### src/rtl/rsc_pkg.sv
package rsc_pkg;
  typedef enum logic [2:0] {
    ST_OFF,
    ST_IDLE,
    ST_GAP,
    ST_RING,
    ST_DRAIN
  } rsc_state_e;

  typedef struct packed {
    logic lb_tip;
    logic lb_ring;
    logic rr;
    logic ra;
  } rsc_sw_t;
endpackage

### src/rtl/rsc_sync.sv
module rsc_sync #(
  parameter int   STAGES  = 2,
  parameter logic RST_VAL = 1'b0
) (
  input  logic clk,
  input  logic rst_n,
  input  logic d,
  output logic q
);
  logic [STAGES-1:0] chain_q;

  always_ff @(posedge clk or negedge rst_n) begin
    if (!rst_n) chain_q <= {STAGES{RST_VAL}};
    else        chain_q <= {chain_q[STAGES-2:0], d};
  end

  assign q = chain_q[STAGES-1];
endmodule

### src/rtl/rsc_hyst_mon.sv
// Hysteretic level monitor: trips above SET_TH, releases below CLR_TH.
module rsc_hyst_mon #(
  parameter int W      = 9,
  parameter int SET_TH = 150,
  parameter int CLR_TH = 139
) (
  input  logic                clk,
  input  logic                rst_n,
  input  logic                valid,
  input  logic signed [W-1:0] sample,
  output logic                fault
);
  logic fault_q;
  logic over_set;
  logic under_clr;

  assign over_set  = (sample > SET_TH);
  assign under_clr = (sample < CLR_TH);

  always_ff @(posedge clk or negedge rst_n) begin
    if (!rst_n) begin
      fault_q <= 1'b1;
    end else if (valid) begin
      if (fault_q && under_clr)      fault_q <= 1'b0;
      else if (!fault_q && over_set) fault_q <= 1'b1;
    end
  end

  assign fault = fault_q;
endmodule

### src/rtl/rsc_hold.sv
// Mode hold: transparent while hold is low, keeps the last sampled mode while high.
module rsc_hold (
  input  logic clk,
  input  logic rst_n,
  input  logic mode,
  input  logic hold,
  output logic tgt
);
  logic held_q;

  always_ff @(posedge clk or negedge rst_n) begin
    if (!rst_n)     held_q <= 1'b0;
    else if (!hold) held_q <= mode;
  end

  assign tgt = hold ? held_q : mode;
endmodule

### src/rtl/rsc_seq.sv
module rsc_seq
  import rsc_pkg::*;
#(
  parameter int GAP_CYC = 2,
  parameter int TO_CYC  = 2500000
) (
  input  logic    clk,
  input  logic    rst_n,
  input  logic    tgt,
  input  logic    kill,
  input  logic    zc,
  output rsc_sw_t sw
);
  localparam int GW = (GAP_CYC > 1) ? $clog2(GAP_CYC) : 1;
  localparam int TW = (TO_CYC > 1) ? $clog2(TO_CYC) : 1;
  localparam logic [GW-1:0] GAP_LD = GW'(GAP_CYC - 1);
  localparam logic [TW-1:0] TO_LD  = TW'(TO_CYC - 1);

  rsc_state_e    st_q, st_n;
  logic [GW-1:0] gap_q, gap_n;
  logic [TW-1:0] to_q, to_n;
  rsc_sw_t       dec;

  always_comb begin
    st_n  = st_q;
    gap_n = gap_q;
    to_n  = to_q;
    if (kill) begin
      st_n = ST_OFF;
    end else begin
      case (st_q)
        ST_OFF: begin
          if (tgt) begin
            st_n  = ST_GAP;
            gap_n = GAP_LD;
          end else begin
            st_n = ST_IDLE;
          end
        end
        ST_IDLE: begin
          if (tgt) begin
            st_n  = ST_GAP;
            gap_n = GAP_LD;
          end
        end
        ST_GAP: begin
          if (!tgt)             st_n = ST_IDLE;
          else if (gap_q == '0) st_n = ST_RING;
          else                  gap_n = gap_q - 1'b1;
        end
        ST_RING: begin
          if (!tgt) begin
            st_n = ST_DRAIN;
            to_n = TO_LD;
          end
        end
        ST_DRAIN: begin
          if (zc || to_q == '0) st_n = ST_IDLE;
          else                  to_n = to_q - 1'b1;
        end
        default: st_n = ST_OFF;
      endcase
    end
  end

  always_ff @(posedge clk or negedge rst_n) begin
    if (!rst_n) begin
      st_q  <= ST_OFF;
      gap_q <= '0;
      to_q  <= '0;
    end else begin
      st_q  <= st_n;
      gap_q <= gap_n;
      to_q  <= to_n;
    end
  end

  always_comb begin
    dec = '0;
    case (st_q)
      ST_IDLE:  begin dec.lb_tip = 1'b1; dec.lb_ring = 1'b1; end
      ST_RING:  begin dec.rr = 1'b1; dec.ra = 1'b1; end
      ST_DRAIN: begin dec.lb_tip = 1'b1; dec.lb_ring = 1'b1; dec.ra = 1'b1; end
      default:  dec = '0;
    endcase
  end

  assign sw = kill ? '0 : dec;
endmodule

### src/rtl/ring_switch_ctrl.sv
module ring_switch_ctrl
  import rsc_pkg::*;
#(
  parameter int TEMP_W      = 8,
  parameter int VBAT_W      = 8,
  parameter int T_TRIP      = 150,
  parameter int T_CLEAR     = 139,
  parameter int V_TRIP      = -10,
  parameter int V_CLEAR     = -15,
  parameter int GAP_CYC     = 2,
  parameter int TO_CYC      = 2500000,
  parameter int SYNC_STAGES = 2
) (
  input  logic              clk,
  input  logic              rst_n,
  input  logic              mode_i,
  input  logic              hold_i,
  input  logic              sd_ext_n_i,
  input  logic              temp_valid_i,
  input  logic [TEMP_W-1:0] temp_code_i,
  input  logic              vbat_valid_i,
  input  logic [VBAT_W-1:0] vbat_code_i,
  input  logic              zc_i,
  output logic              lb_tip_en_o,
  output logic              lb_ring_en_o,
  output logic              rr_en_o,
  output logic              ra_en_o,
  output logic              sd_stat_n_o
);
  localparam int TS_W = TEMP_W + 1;

  logic    sd_ext_n_s;
  logic    therm_f;
  logic    vbat_f;
  logic    tgt;
  logic    kill;
  rsc_sw_t sw;

  logic signed [TS_W-1:0]   temp_s;
  logic signed [VBAT_W-1:0] vbat_s;

  assign temp_s = $signed({1'b0, temp_code_i});
  assign vbat_s = $signed(vbat_code_i);

  rsc_sync #(.STAGES(SYNC_STAGES), .RST_VAL(1'b0)) u_sd_sync (
    .clk(clk), .rst_n(rst_n), .d(sd_ext_n_i), .q(sd_ext_n_s)
  );

  rsc_hyst_mon #(.W(TS_W), .SET_TH(T_TRIP), .CLR_TH(T_CLEAR)) u_therm (
    .clk(clk), .rst_n(rst_n), .valid(temp_valid_i), .sample(temp_s), .fault(therm_f)
  );

  rsc_hyst_mon #(.W(VBAT_W), .SET_TH(V_TRIP), .CLR_TH(V_CLEAR)) u_vbat (
    .clk(clk), .rst_n(rst_n), .valid(vbat_valid_i), .sample(vbat_s), .fault(vbat_f)
  );

  rsc_hold u_hold (
    .clk(clk), .rst_n(rst_n), .mode(mode_i), .hold(hold_i), .tgt(tgt)
  );

  assign kill = !sd_ext_n_s || therm_f || vbat_f;

  rsc_seq #(.GAP_CYC(GAP_CYC), .TO_CYC(TO_CYC)) u_seq (
    .clk(clk), .rst_n(rst_n), .tgt(tgt), .kill(kill), .zc(zc_i), .sw(sw)
  );

  assign lb_tip_en_o  = sw.lb_tip;
  assign lb_ring_en_o = sw.lb_ring;
  assign rr_en_o      = sw.rr;
  assign ra_en_o      = sw.ra;
  assign sd_stat_n_o  = !therm_f;
endmodule

### config.mk
export PLATFORM = sky130hd
export DESIGN_NAME = ring_switch_ctrl
export DESIGN_NICKNAME = d
export VERILOG_FILES = /design/src/rtl/rsc_pkg.sv /design/src/rtl/rsc_sync.sv /design/src/rtl/rsc_hyst_mon.sv /design/src/rtl/rsc_hold.sv /design/src/rtl/rsc_seq.sv /design/src/rtl/ring_switch_ctrl.sv
export SDC_FILE = /design/constraint.sdc
export NUM_CORES = 1
export LEC_CHECK = 0
export BUFFER_PORTS_ARGS = -buffer_cell sky130_fd_sc_hd__buf_2
export CAP_MARGIN = 40
export CORE_ASPECT_RATIO = 1.5
export CORE_MARGIN = 1.5
export CORE_UTILIZATION = 58
export CTS_CLUSTER_DIAMETER = 30
export DETAILED_ROUTE_END_ITERATION = 12
export GPL_TIMING_DRIVEN = 0
export HOLD_SLACK_MARGIN = 0.1
export PLACE_DENSITY = 0.82
export SYNTH_ARGS = -nofsm -noshare
export SYNTH_HDL_FRONTEND = slang
export SYNTH_SLANG_ARGS = --single-unit
### constraint.sdc
create_clock -name clk -period 5.2 [get_ports clk]
set_input_delay 1.04 -clock clk [delete_from_list [all_inputs] [get_ports clk]]
set_output_delay 1.04 -clock clk [all_outputs]
set_load 0.02 [all_outputs]
==> impl_metrics.env <==
export IMPL_p_int_mw=0.4044
export IMPL_synth_edff_count=0
export IMPL_max_clock_path_buffers=2
export IMPL_vias=1655
export IMPL_synth_ff_type="dfrtp_1"
export IMPL_critPathSlowestCell="or3b_1"
export IMPL_fin_crit_sh=0.5431
export IMPL_avgViaCountPerCell=6.415
export IMPL_cts_tree="built"
export IMPL_whs_ns=0.3645
export IMPL_yosysTopAreaCellShare=0.4087
export IMPL_port_buffers=28
export IMPL_grt_start_max_net_pins=32
export IMPL_yosys_warnings=0
export IMPL_cts_resized_gates=0
export IMPL_ys_seq_area_frac=0.4383
export IMPL_hold_path_startpoint="u_sd_sync.chain_q[0]$_DFF_PN0_"
export IMPL_swShare=0.2910
export IMPL_wirelength_mm=3.966
export IMPL_seq_power_share=0.474
export IMPL_num_rows=24
export IMPL_h_tree_depth=2
export IMPL_core_um2=2913
export IMPL_place_hpwl_mm=2.909
export IMPL_slowest_delay_ns=0.38
export IMPL_diodes=0
export IMPL_critPathLaunch="u_therm.fault$_DFFE_PN1P_"
export IMPL_die_w_um=48.18
export IMPL_async_flop_share=1.000
export IMPL_path_clk_slew_ns=0.06
export IMPL_min_path_type="flip-flop to flip-flop"
export IMPL_outcome="complete, no violations"
export IMPL_final_max_slew_viol_count=0
export IMPL_grt_pass1_wl_mm=6.492
export IMPL_post_route_min_period_ns=2.824
export IMPL_gp_congestion=0.7959
export IMPL_overflow=0
export IMPL_p_sw_mw=0.1660
export IMPL_whs_path_depth=0
export IMPL_ant_nets=0
export IMPL_syn_nets=207
export IMPL_comb_power_share=0.214
export IMPL_yosys_area_top_type="dfrtp_1"
export IMPL_wl_per_cell_um=15.37
export IMPL_initial_utilization=0.6095
export IMPL_required_ns=4.16
export IMPL_crit_type="flip-flop to primary output"
export IMPL_relSlewSlack=0.5515
export IMPL_die_area_um2=3409
export IMPL_nets=243
export IMPL_antenna_found_initial=0
export IMPL_postCtsHoldBufs=0
export IMPL_cap_violations=0
export IMPL_timing_rr_end="u_seq.to_q[8]$_DFFE_PN0P_"
export IMPL_syn2layout_area_growth_pct=15.43
export IMPL_crit_chain="or3b_1, clkbuf_1, nor3_1, buf_4, buf_2"
export IMPL_synth_seq_cells=31
export IMPL_grt_pass1_vias=1593
export IMPL_insertion_delay_ns=0.28
export IMPL_cp_data_arrival_time_ns=1.78
export IMPL_crit_path_end_kind="primary output"
export IMPL_rrSetupSlack_ns=2.67
export IMPL_ir_drop_mv=0.1792
export IMPL_synthDistinctLibCells=52
export IMPL_utilization=0.7036
export IMPL_setup_worst_path_end="lb_tip_en_o"
export IMPL_synthTopCellsByArea="dfrtp_1 (41%), or4_1 (4.7%), a21oi_1 (3.9%), dfstp_2 (3.0%), o31ai_1 (3.0%)"
export IMPL_ios=29
export IMPL_netlist_area_um2=1775
export IMPL_postCtsSetupBuffers=0
export IMPL_dr_pass1_iters=4
export IMPL_drc=0
export IMPL_numCtsBuffers=5
export IMPL_syn_avg_cell_area_um2=9.755
export IMPL_synth_cells=182
export IMPL_synth_commonest_cells="dfrtp_1 (29), a21oi_1 (14), nand2_1 (13), or4_1 (11), o21ai_0 (9)"
export IMPL_rr_startpoint="u_seq.to_q[0]$_DFFE_PN0P_"
export IMPL_grtUsageTotal=0.2612
export IMPL_power_density_nw_per_um2=278.3
export IMPL_setup_viol=0
export IMPL_crit_fanout=8
export IMPL_yosysMostFrequentCell="dfrtp_1"
export IMPL_leakagePower_nw=0.9872
export IMPL_r2r_cells=9
export IMPL_critPathLaunchType="flip-flop"
export IMPL_fmax_ghz=0.3541
export IMPL_cts_sinks=31
export IMPL_drive_gt1_frac=0.2648
export IMPL_power_frac_clock=0.312
export IMPL_drt_iter0_drc=32
export IMPL_setup_tns_ns=0
export IMPL_skew_ns=0.009261
export IMPL_cts_root_buf="clkbuf_8"
export IMPL_tightest_slew_ns=0.6728
export IMPL_die_height_um=70.76
export IMPL_rsz0062_at_grt="no"
export IMPL_finalHoldViolCount=0
==> state kept, by name, indices dropped and copies added, names as in the netlist <==
name	flops
u_sd_sync.chain_q	2
u_hold.held_q	1
u_seq.gap_q	1
u_vbat.fault	1
u_therm.fault	1
u_seq.to_q	22
u_seq.st_q	3
==> worst min-delay path by stage <==
stage | endpoint | slack [ns]
floorplan | u_sd_sync.chain_q[1]$_DFF_PN0_ | 0.33
global placement | u_sd_sync.chain_q[1]$_DFF_PN0_ | 0.34
detailed placement | u_sd_sync.chain_q[1]$_DFF_PN0_ | 0.35
CTS | u_sd_sync.chain_q[1]$_DFF_PN0_ | 0.37
global route | u_sd_sync.chain_q[1]$_DFF_PN0_ | 0.37
finish | u_sd_sync.chain_q[1]$_DFF_PN0_ | 0.36
==> critical path: cells and delay by family (launching register included) <==
family | cells | cell delay (ns)
and+or+nand+nor | 2 | 0.64
DFF | 1 | 0.37
buffers and inverters | 3 | 0.50
==> metrics by stage <==
step	setup WS (ns)	std cells	instance area, um^2	total power [mW]
5_1_grt	2.227	258	2049	0.5995
3_3_place_gp	2.180	249	1964	0.3901
4_1_cts	2.365	258	2049	0.5708
3_5_place_dp	2.176	250	1969	0.3947
6_report	2.376	258	2049	0.5704
2_1_floorplan	2.460	182	1775	0.3577
==> logic make-up after synthesis <==
kind of cell | after synthesis | share of synthesized area
compound gates | 46 | 0.1839
xor+xnor | 6 | 0.02960
fa+ha+maj | 1 | 0.007046
buf+inv | 12 | 0.03664
flops | 31 | 0.4383
mux | 3 | 0.01973
simple gates | 83 | 0.2847
==> area by class of cell <==
type / count / area, um^2
sequential: 31 / 778.2
clock buffer: 8 / 80.08
inverter: 6 / 22.52
fill: 229 / 863.3
timing repair buffer: 29 / 145.1
tap: 39 / 48.80
multi-input combinational: 139 / 932.1
buffer: 6 / 42.54
==> layer usage <==
metal / global-route usage / share of wire / vias to the layer above
met4: 0.1441 / 0.042 / 0
met5: 0 / 0 / -
li1: - / - / 771
met1: 0.2617 / 0.39 / 807
met2: 0.4371 / 0.51 / 60
met3: 0.08929 / 0.055 / 17
==> power groups by stage <==
stage | Combinational (mW) | Clock (mW) | Sequential (mW)
finish | 0.122 | 0.178 | 0.270
global route | 0.135 | 0.191 | 0.273
CTS | 0.121 | 0.180 | 0.270
detailed placement | 0.120 | 0 | 0.275
global placement | 0.117 | 0 | 0.273
floorplan | 0.0871 | 0 | 0.271
==> layout by cell type, fill, tap and decap left out, drive strengths merged, types with 2 or more instances in the layout <==
master,instances
nand2,14
xor2,3
or3b,3
o31ai,7
xnor2,3
mux2i,2
a21oi,15
clkbuf,11
or4,13
nand4,2
or4b,2
inv,6
o2111ai,5
nor3,3
dfrtp,29
or2,5
nor4,7
nand3,8
nor2,9
or3,10
dfstp,2
o21ai,11
buf,32
Note: power is estimated with default switching activity, not from simulation.
